File: src/rtl/xrom_own_pkg.sv
package xrom_own_pkg;

    // Address classification produced once per cycle and shared by the trackers.
    typedef struct packed {
        logic own_page;    // card's own slot ROM page
        logic other_page;  // some other slot's ROM page
        logic cfff;        // the release strobe address
        logic rom_lo;      // lower expansion ROM region
        logic vram;        // video RAM window
        logic rom_hi;      // upper expansion ROM region, strobe excluded
        logic mode_off;    // 40-column soft switch
        logic mode_on;     // 80-column soft switch
    } addr_class_t;

    typedef struct packed {
        logic own;   // expansion space ownership
        logic done;  // an ownership event already acted in this phase-0 window
    } own_state_t;

    typedef struct packed {
        logic mode80;
    } mode_state_t;

endpackage

File: src/rtl/xrom_addr_class.sv
module xrom_addr_class
    import xrom_own_pkg::*;
#(
    parameter int                 ADDR_W    = 16,
    parameter int                 SLOT      = 3,
    parameter logic [ADDR_W-1:0]  MODE_BASE = 16'hC058
) (
    input  logic [ADDR_W-1:0] addr,
    output addr_class_t       cls
);
    localparam int              PG_W    = 8;
    localparam int              PG_LSB  = ADDR_W - PG_W;
    localparam int              NSLOT   = 7;
    localparam logic [3:0]      IO_NIB  = 4'hC;
    localparam logic [ADDR_W-1:0] STROBE = {IO_NIB, {(ADDR_W-4){1'b1}}};

    logic [PG_W-1:0]  page;
    logic [NSLOT:1]   slot_hit;
    logic [NSLOT:1]   foreign_hit;

    assign page = addr[ADDR_W-1:PG_LSB];

    generate
        for (genvar s = 1; s <= NSLOT; s++) begin : g_slot
            assign slot_hit[s]    = (page == {IO_NIB, 4'(s)});
            assign foreign_hit[s] = (s != SLOT) && slot_hit[s];
        end
    endgenerate

    always_comb begin
        cls            = '0;
        cls.own_page   = slot_hit[SLOT];
        cls.other_page = |foreign_hit;
        cls.cfff       = (addr == STROBE);
        cls.rom_lo     = (page[7:2] == 6'b110010);
        cls.vram       = (page[7:1] == 7'b1100110);
        cls.rom_hi     = (page[7:1] == 7'b1100111) && !cls.cfff;
        cls.mode_off   = (addr == MODE_BASE);
        cls.mode_on    = (addr == MODE_BASE + ADDR_W'(1));
    end

endmodule

File: src/rtl/xrom_own_track.sv
module xrom_own_track
    import xrom_own_pkg::*;
(
    input  logic clk,
    input  logic rst_n,
    input  logic phase0,
    input  logic int_cx_rom,
    input  logic hit_own,
    input  logic hit_other,
    input  logic hit_cfff,
    output logic own
);
    own_state_t st_d, st_q;

    always_comb begin
        st_d = st_q;
        if (!phase0) begin
            st_d.done = 1'b0;
        end else if (!st_q.done) begin
            if (hit_own) begin
                st_d.own  = 1'b1;
                st_d.done = 1'b1;
            end else if ((hit_cfff && !int_cx_rom) || hit_other) begin
                st_d.own  = 1'b0;
                st_d.done = 1'b1;
            end
        end
    end

    always_ff @(posedge clk or negedge rst_n) begin
        if (!rst_n) st_q <= '0;
        else        st_q <= st_d;
    end

    assign own = st_q.own;

endmodule

File: src/rtl/xrom_mode_latch.sv
module xrom_mode_latch
    import xrom_own_pkg::*;
(
    input  logic clk,
    input  logic rst_n,
    input  logic phase1_rise,
    input  logic mb_sel_n,
    input  logic hit_off,
    input  logic hit_on,
    output logic mode80
);
    mode_state_t st_d, st_q;

    always_comb begin
        st_d = st_q;
        if (phase1_rise && !mb_sel_n) begin
            if (hit_off)     st_d.mode80 = 1'b0;
            else if (hit_on) st_d.mode80 = 1'b1;
        end
    end

    always_ff @(posedge clk or negedge rst_n) begin
        if (!rst_n) st_q <= '0;
        else        st_q <= st_d;
    end

    assign mode80 = st_q.mode80;

endmodule

File: src/rtl/xrom_own_decoder.sv
module xrom_own_decoder
    import xrom_own_pkg::*;
#(
    parameter int                ADDR_W    = 16,
    parameter int                SLOT      = 3,
    parameter logic [ADDR_W-1:0] MODE_BASE = 16'hC058
) (
    input  logic              clk,
    input  logic              rst_n,
    input  logic              phase0,
    input  logic              phase1_rise,
    input  logic              mb_sel_n,
    input  logic              int_cx_rom,
    input  logic [ADDR_W-1:0] addr,
    output logic              mode80,
    output logic              xwin_active,
    output logic              rom_sel,
    output logic              vram_sel
);
    addr_class_t cls;
    logic        own;

    xrom_addr_class #(
        .ADDR_W    (ADDR_W),
        .SLOT      (SLOT),
        .MODE_BASE (MODE_BASE)
    ) u_class (
        .addr (addr),
        .cls  (cls)
    );

    xrom_own_track u_own (
        .clk        (clk),
        .rst_n      (rst_n),
        .phase0     (phase0),
        .int_cx_rom (int_cx_rom),
        .hit_own    (cls.own_page),
        .hit_other  (cls.other_page),
        .hit_cfff   (cls.cfff),
        .own        (own)
    );

    xrom_mode_latch u_mode (
        .clk         (clk),
        .rst_n       (rst_n),
        .phase1_rise (phase1_rise),
        .mb_sel_n    (mb_sel_n),
        .hit_off     (cls.mode_off),
        .hit_on      (cls.mode_on),
        .mode80      (mode80)
    );

    assign xwin_active = own && !int_cx_rom;
    assign rom_sel     = phase0 && xwin_active && (cls.rom_lo || cls.rom_hi);
    assign vram_sel    = phase0 && xwin_active && cls.vram;

endmodule

File: config.mk
export PLATFORM = sky130hd
export DESIGN_NAME = xrom_own_decoder
export DESIGN_NICKNAME = d
export VERILOG_FILES = /design/src/rtl/xrom_own_pkg.sv /design/src/rtl/xrom_addr_class.sv /design/src/rtl/xrom_own_track.sv /design/src/rtl/xrom_mode_latch.sv /design/src/rtl/xrom_own_decoder.sv
export SDC_FILE = /design/constraint.sdc
export NUM_CORES = 1
export LEC_CHECK = 0
export BUFFER_PORTS_ARGS = -buffer_cell sky130_fd_sc_hd__buf_2
export CAP_MARGIN = 20
export CELL_PAD_IN_SITES_DETAIL_PLACEMENT = 0
export CELL_PAD_IN_SITES_GLOBAL_PLACEMENT = 2
export CORE_UTILIZATION = 16
export CTS_CLUSTER_SIZE = 16
export DETAILED_ROUTE_END_ITERATION = 7
export MAX_ROUTING_LAYER = met4
export PLACE_DENSITY = 0.84
export SETUP_SLACK_MARGIN = 0.3
export SLEW_MARGIN = 10
export SYNTH_ARGS = -nofsm -noshare
export SYNTH_HDL_FRONTEND = slang
export SYNTH_SLANG_ARGS = --single-unit
File: constraint.sdc
create_clock -name clk -period 1.39 [get_ports clk]
set_clock_uncertainty 0.15 [all_clocks]
set_input_delay 0.278 -clock clk [delete_from_list [all_inputs] [get_ports clk]]
set_output_delay 0.278 -clock clk [all_outputs]
set_load 0.005 [all_outputs]
# Word-level counts from Yosys, hierarchy flattened
# Cells that the tools add are included.
[word_totals]
register_bits = 3
input_bits = 22
out_inout_bits = 4
wordCells = 40
[classes]
eq_ne = 13
mux = 6
n_bitwise = 1
n_reduce_logical = 17
[ops]
columns = ["op", "count"]
rows = [
  ["== test 8 bit, second input constant", 7],
  ["== test 16 bit, second input constant", 3],
  ["== test 7 bit, second input constant", 2],
  ["logical AND 1 bit", 7],
  ["== test 6 bit, second input constant", 1],
  ["OR reduction 6 bit", 1],
  ["two-way mux 1 bit", 4],
  ["two-way mux 2 bit", 2],
  ["nonzero test 2 bit", 2],
  ["logical NOT 1 bit", 3],
  ["AND reduction 3 bit", 1],
  ["logical OR 1 bit", 2],
  ["AND reduction 2 bit", 1],
  ["NOT 1 bit", 1],
]

# Depth between registers and ports, before layout
[logic_depth]
ltp_word = 7
ltp_mapped = 4
depth_no_buf = 4

# By module
# A second synthesis with hierarchy kept.
[unflattened]
cells_unflattened = 37
area_unflattened_um2 = 335.3
[by_module_without_submodules]
columns = ["module", "instances", "cells_per_inst", "area_each_um2", "seq_area_each_um2"]
rows = [
  ["xrom_addr_class", 1, 22, 161.4, 0.0],
  ["xrom_own_track", 1, 7, 95.1, 50.0],
  ["xrom_mode_latch", 1, 5, 48.8, 25.0],
  ["xrom_own_decoder", 1, 3, 30.0, 0.0],
]

# Least setup slack after synthesis
# OpenSTA, ideal clock, no wires.
[synth_path]
path_type = "in2reg"
start = "input addr[8]"
end = "register u_mode.st_q, in the netlist u_mode.mode80"
setup_time_ns = 0.079
arrival_time_ns = 1.237
t_required_ns = 1.161
path_slack_ns = -0.077
stages = 4
n_path_buf = 0
path_cell_list = "or2_1 -> or3_1 -> nor4_2 -> mux2i_1"
[synth_between]
elab_chain_len = 3
elab_cells_between_ends = 5
classes_between = "eq/ne (2); mux (1); reduce/logical (2)"
[synth_rtl]
columns = ["item", "line_no", "rtl"]
rows = [
  ["from (decl)", "xrom_own_decoder.sv:14", "input logic [ADDR_W-1:0] addr,"],
  ["== test 16 bit (on tied branches)", "xrom_addr_class.sv:39, xrom_addr_class.sv:38", ""],
  ["nonzero test 2 bit (no source line)", "n/a", ""],
  ["AND reduction 2 bit (no source line)", "n/a", ""],
  ["to (signal assigned)", "xrom_mode_latch.sv:24", "else st_q <= st_d;"],
  ["to (decl)", "xrom_mode_latch.sv:12", "mode_state_t st_d, st_q;"],
]
# Several ways; a longest one is shown, not always the timed one.
# A chain may end at the register's enable or synchronous reset.

# Worst setup path after layout
[layout_path]
start = "register u_own.st_q, in the netlist u_own.own"
end = "output vram_sel"
[layout_between]
elab_chain_len = 3
[layout_rtl]
columns = ["item", "line_no", "rtl"]
rows = [
  ["from (decl)", "xrom_own_track.sv:13", "own_state_t st_d, st_q;"],
  ["from (signal assigned)", "xrom_own_track.sv:32", "else st_q <= st_d;"],
  ["logical AND 1 bit", "xrom_own_decoder.sv:53", "assign xwin_active = own && !int_cx_rom;"],
  ["logical AND 1 bit (2 in a row)", "xrom_own_decoder.sv:55", "assign vram_sel = phase0 && xwin_active && cls.vram;"],
  ["to (decl)", "xrom_own_decoder.sv:18", "output logic vram_sel"],
]
# Every way passes these cells.

==> run metrics <==
die width 44.2 um; Port Buf Inserts 25; final hold violation count 0; pin count of the biggest net entering global routing 6; register bit total from synthesis 3; crit end category primary output; Unique masters post-synth 22; total setup violations reported at the end of the flow 4; Register-to-Register Setup Slack 0.33 ns; Data arrival, critical path 1.17 ns; average instance area after synthesis 7.92 um2; combined global-route utilization of all metal layers 10.4%; Area Overhead vs Synth 122%; Final WS setup -0.204 ns; time the final worst path needs with I/O delays and setup 1.59 ns; ratio of cells with drive above 1 in the final layout 60.0%; later-pin clock latency in the skew report 0.23 ns; data required time at the worst endpoint 0.96 ns; number of optimization iterations in the first detailed-route pass 8; cell taking the most area after synthesis sky130_fd_sc_hd__dfrtp_1; number of instances in the synthesized netlist 36; depth of the CTS H-tree 1; Residual DRC 1; number of max-capacitance violations reported 0; Die Span Y 44.2 um; path class of the lowest-slack min-delay path input pin to flip-flop; share of flip-flops with an asynchronous set or reset after synthesis 100%; clock tree sinks 3; DR vias 435; final net count 103; CTS Buffer Depth 2; violated checks DRC, setup timing; number of antenna violations at the first check in global routing 0; half-perimeter wire length of the detailed placement result 800 um; Most used DFF post-synth sky130_fd_sc_hd__dfrtp_1; 1st-iter DRT viols 6; portion of synthesized cell area occupied by the leading cell type 26.3%; buffer cell driving the clock tree root sky130_fd_sc_hd__clkbuf_4; number of routed nets with antenna violations 0; launch instance of the worst min-delay path phase0; status complete, but fails checks; average wire length per cell after detail routing 10.4 um; worst r2r dst u_own.own; Syn. warnings 0; total congestion overflow after global routing 0; first-pass GRT wire length 1.46 mm; Hold Path End u_own.st_q[0]; Cells on Worst Hold Path 3; Fmax 627 MHz; # rows 14; Placeable Area 1580 um2; Ports 26; filler cell count 165; max-slew violation count 0; actual transition at the worst max-transition pin 0.337 ns; Fin Setup TNS -0.564 ns; Die ar. 1960 um2; post-synth net total 58; part of the Yosys area used for sequential elements 26.3%; leakage dissipation 0.000319 uW; CTS clk-pin slew, worst paths 0.04 ns; element type at the critical path start flip-flop; total wire length after detailed routing 1.00 mm; count of flip-flops with a built-in enable after synthesis 0; final weighted congestion in routability-driven placement 0.770; unrepaired setup endpoints after global routing yes; largest voltage drop on the vdd net 0.326 mV; launch instance of the worst register-to-register path u_own.own; Antenna Diode Count 0; clock tree from TritonCTS built; TritonCTS Buffers 3; Rel. slew slack 77.2%; ranking of synthesized cells by area sky130_fd_sc_hd__dfrtp_1 26%, sky130_fd_sc_hd__mux2i_1 7.0%, sky130_fd_sc_hd__a21oi_1 5.3%; logic depth of the worst register-to-register path 4; largest fanout on the critical path 2; share of the cycle needed by the critical path after routing 115%; final hold slack 0.174 ns; Post-Synthesis Cell Area 285 um2; via count of the first global-routing pass 388; total power density per cell area 550 nW/um2; type of the worst setup path flip-flop to primary output; ratio of routed vias to standard cells 4.53; Initial Util 18.1%
==> cell families after synthesis <==
logic type	count (synthesis)	synth area share, %
multiplexers	2	7.02
AND/OR/NAND/NOR	24	54.0
buffers and inverters	1	1.31
AO/OA/AOI/OAI	6	11.4
flip-flops	3	26.3
==> what timing repair did <==
item	4_1_cts	5_1_grt
setup buffers	3	1
pin swaps	2	0
gates resized for setup	8	4
endpoints found under the hold margin	3	0
setup endpoints to repair	6	7
hold buffers	1	0
==> synthesized netlist by cell type, types with 2 or more instances <==
master and instances:
sky130_fd_sc_hd__and3_1 2, sky130_fd_sc_hd__dfrtp_1 3, sky130_fd_sc_hd__nand2_1 3, sky130_fd_sc_hd__nor3_1 2, sky130_fd_sc_hd__mux2i_1 2, sky130_fd_sc_hd__nand3_1 2
sky130_fd_sc_hd__nor2_1 3, sky130_fd_sc_hd__nand4_1 2, sky130_fd_sc_hd__o21ai_0 2, sky130_fd_sc_hd__a21oi_1 3
==> layer usage <==
metal	routed length, um	global-route usage [%]
met1	463	11.9
met5	0	-
met3	88	2.04
met2	448	17.1
met4	0	5.45
==> registers in the layout, summed over array words and instances, names as in the netlist <==
register / flops
u_own.st_q: 1
u_own.own: 1
u_mode.mode80: 1
==> layout make-up <==
type                       instances  area (um2)  area share, %
clock buffer                       4        26.3           4.14
timing repair buffer              40         287           45.2
inverter                           1        3.75          0.592
tap                               16        20.0           3.16
sequential                         3        75.1           11.8
multi-input combinational         32         223           35.1
==> stage by stage <==
stage	utilization [%]	power, uW	setup slack, ns	instance area, um2	std cells
after CTS	38.7	354	-0.223	611	95
after global routing	40.2	372	-0.296	634	96
after floorplan	-	111	-0.0766	294	36
final	40.2	349	-0.204	634	96
after global placement	32.6	174	-0.245	514	87
after detailed placement	32.6	173	-0.285	514	87
==> worst max-delay path, cell delays in order (launching register included) <==
cell and delay [ns]:
sky130_fd_sc_hd__dfrtp_1 0.34, sky130_fd_sc_hd__nor2b_4 0.15, sky130_fd_sc_hd__nand4_1 0.15, sky130_fd_sc_hd__nor3b_2 0.17
sky130_fd_sc_hd__buf_2 0.12
==> cells in the final DEF, fill, tap and decap left out, types with 2 or more instances in the layout <==
cell type,synthesis,final
sky130_fd_sc_hd__mux2i_1,2,2
sky130_fd_sc_hd__dfrtp_1,3,3
sky130_fd_sc_hd__nor2_1,3,3
sky130_fd_sc_hd__nand2_1,3,3
sky130_fd_sc_hd__nand3_1,2,2
sky130_fd_sc_hd__nand4_1,2,2
sky130_fd_sc_hd__nor3_1,2,2
sky130_fd_sc_hd__clkbuf_4,0,3
sky130_fd_sc_hd__and3_1,2,2
sky130_fd_sc_hd__buf_6,0,9
sky130_fd_sc_hd__a21oi_1,3,2
sky130_fd_sc_hd__buf_2,0,20
sky130_fd_sc_hd__buf_4,0,10
==> power breakdown <==
| group | switching (uW) | internal, uW | leakage, uW |
|---|---|---|---|
| logic | 38.3 | 69.4 | 0.000272 |
| clock network | 44.5 | 108 | 0.0000150 |
| registers | 0.511 | 88.7 | 0.0000315 |
==> worst max-delay path by stage <==
stage | to | from | slack (ns) | depth (start not counted)
floorplan | u_mode.mode80 | addr[8] | -0.08 | 4
global placement | u_mode.mode80 | addr[8] | -0.25 | 5
detailed placement | u_mode.mode80 | addr[8] | -0.29 | 5
CTS | vram_sel | u_own.own | -0.22 | 4
global route | vram_sel | u_own.own | -0.30 | 4
finish | vram_sel | u_own.own | -0.20 | 4
Power figures use the tool's default switching activity.
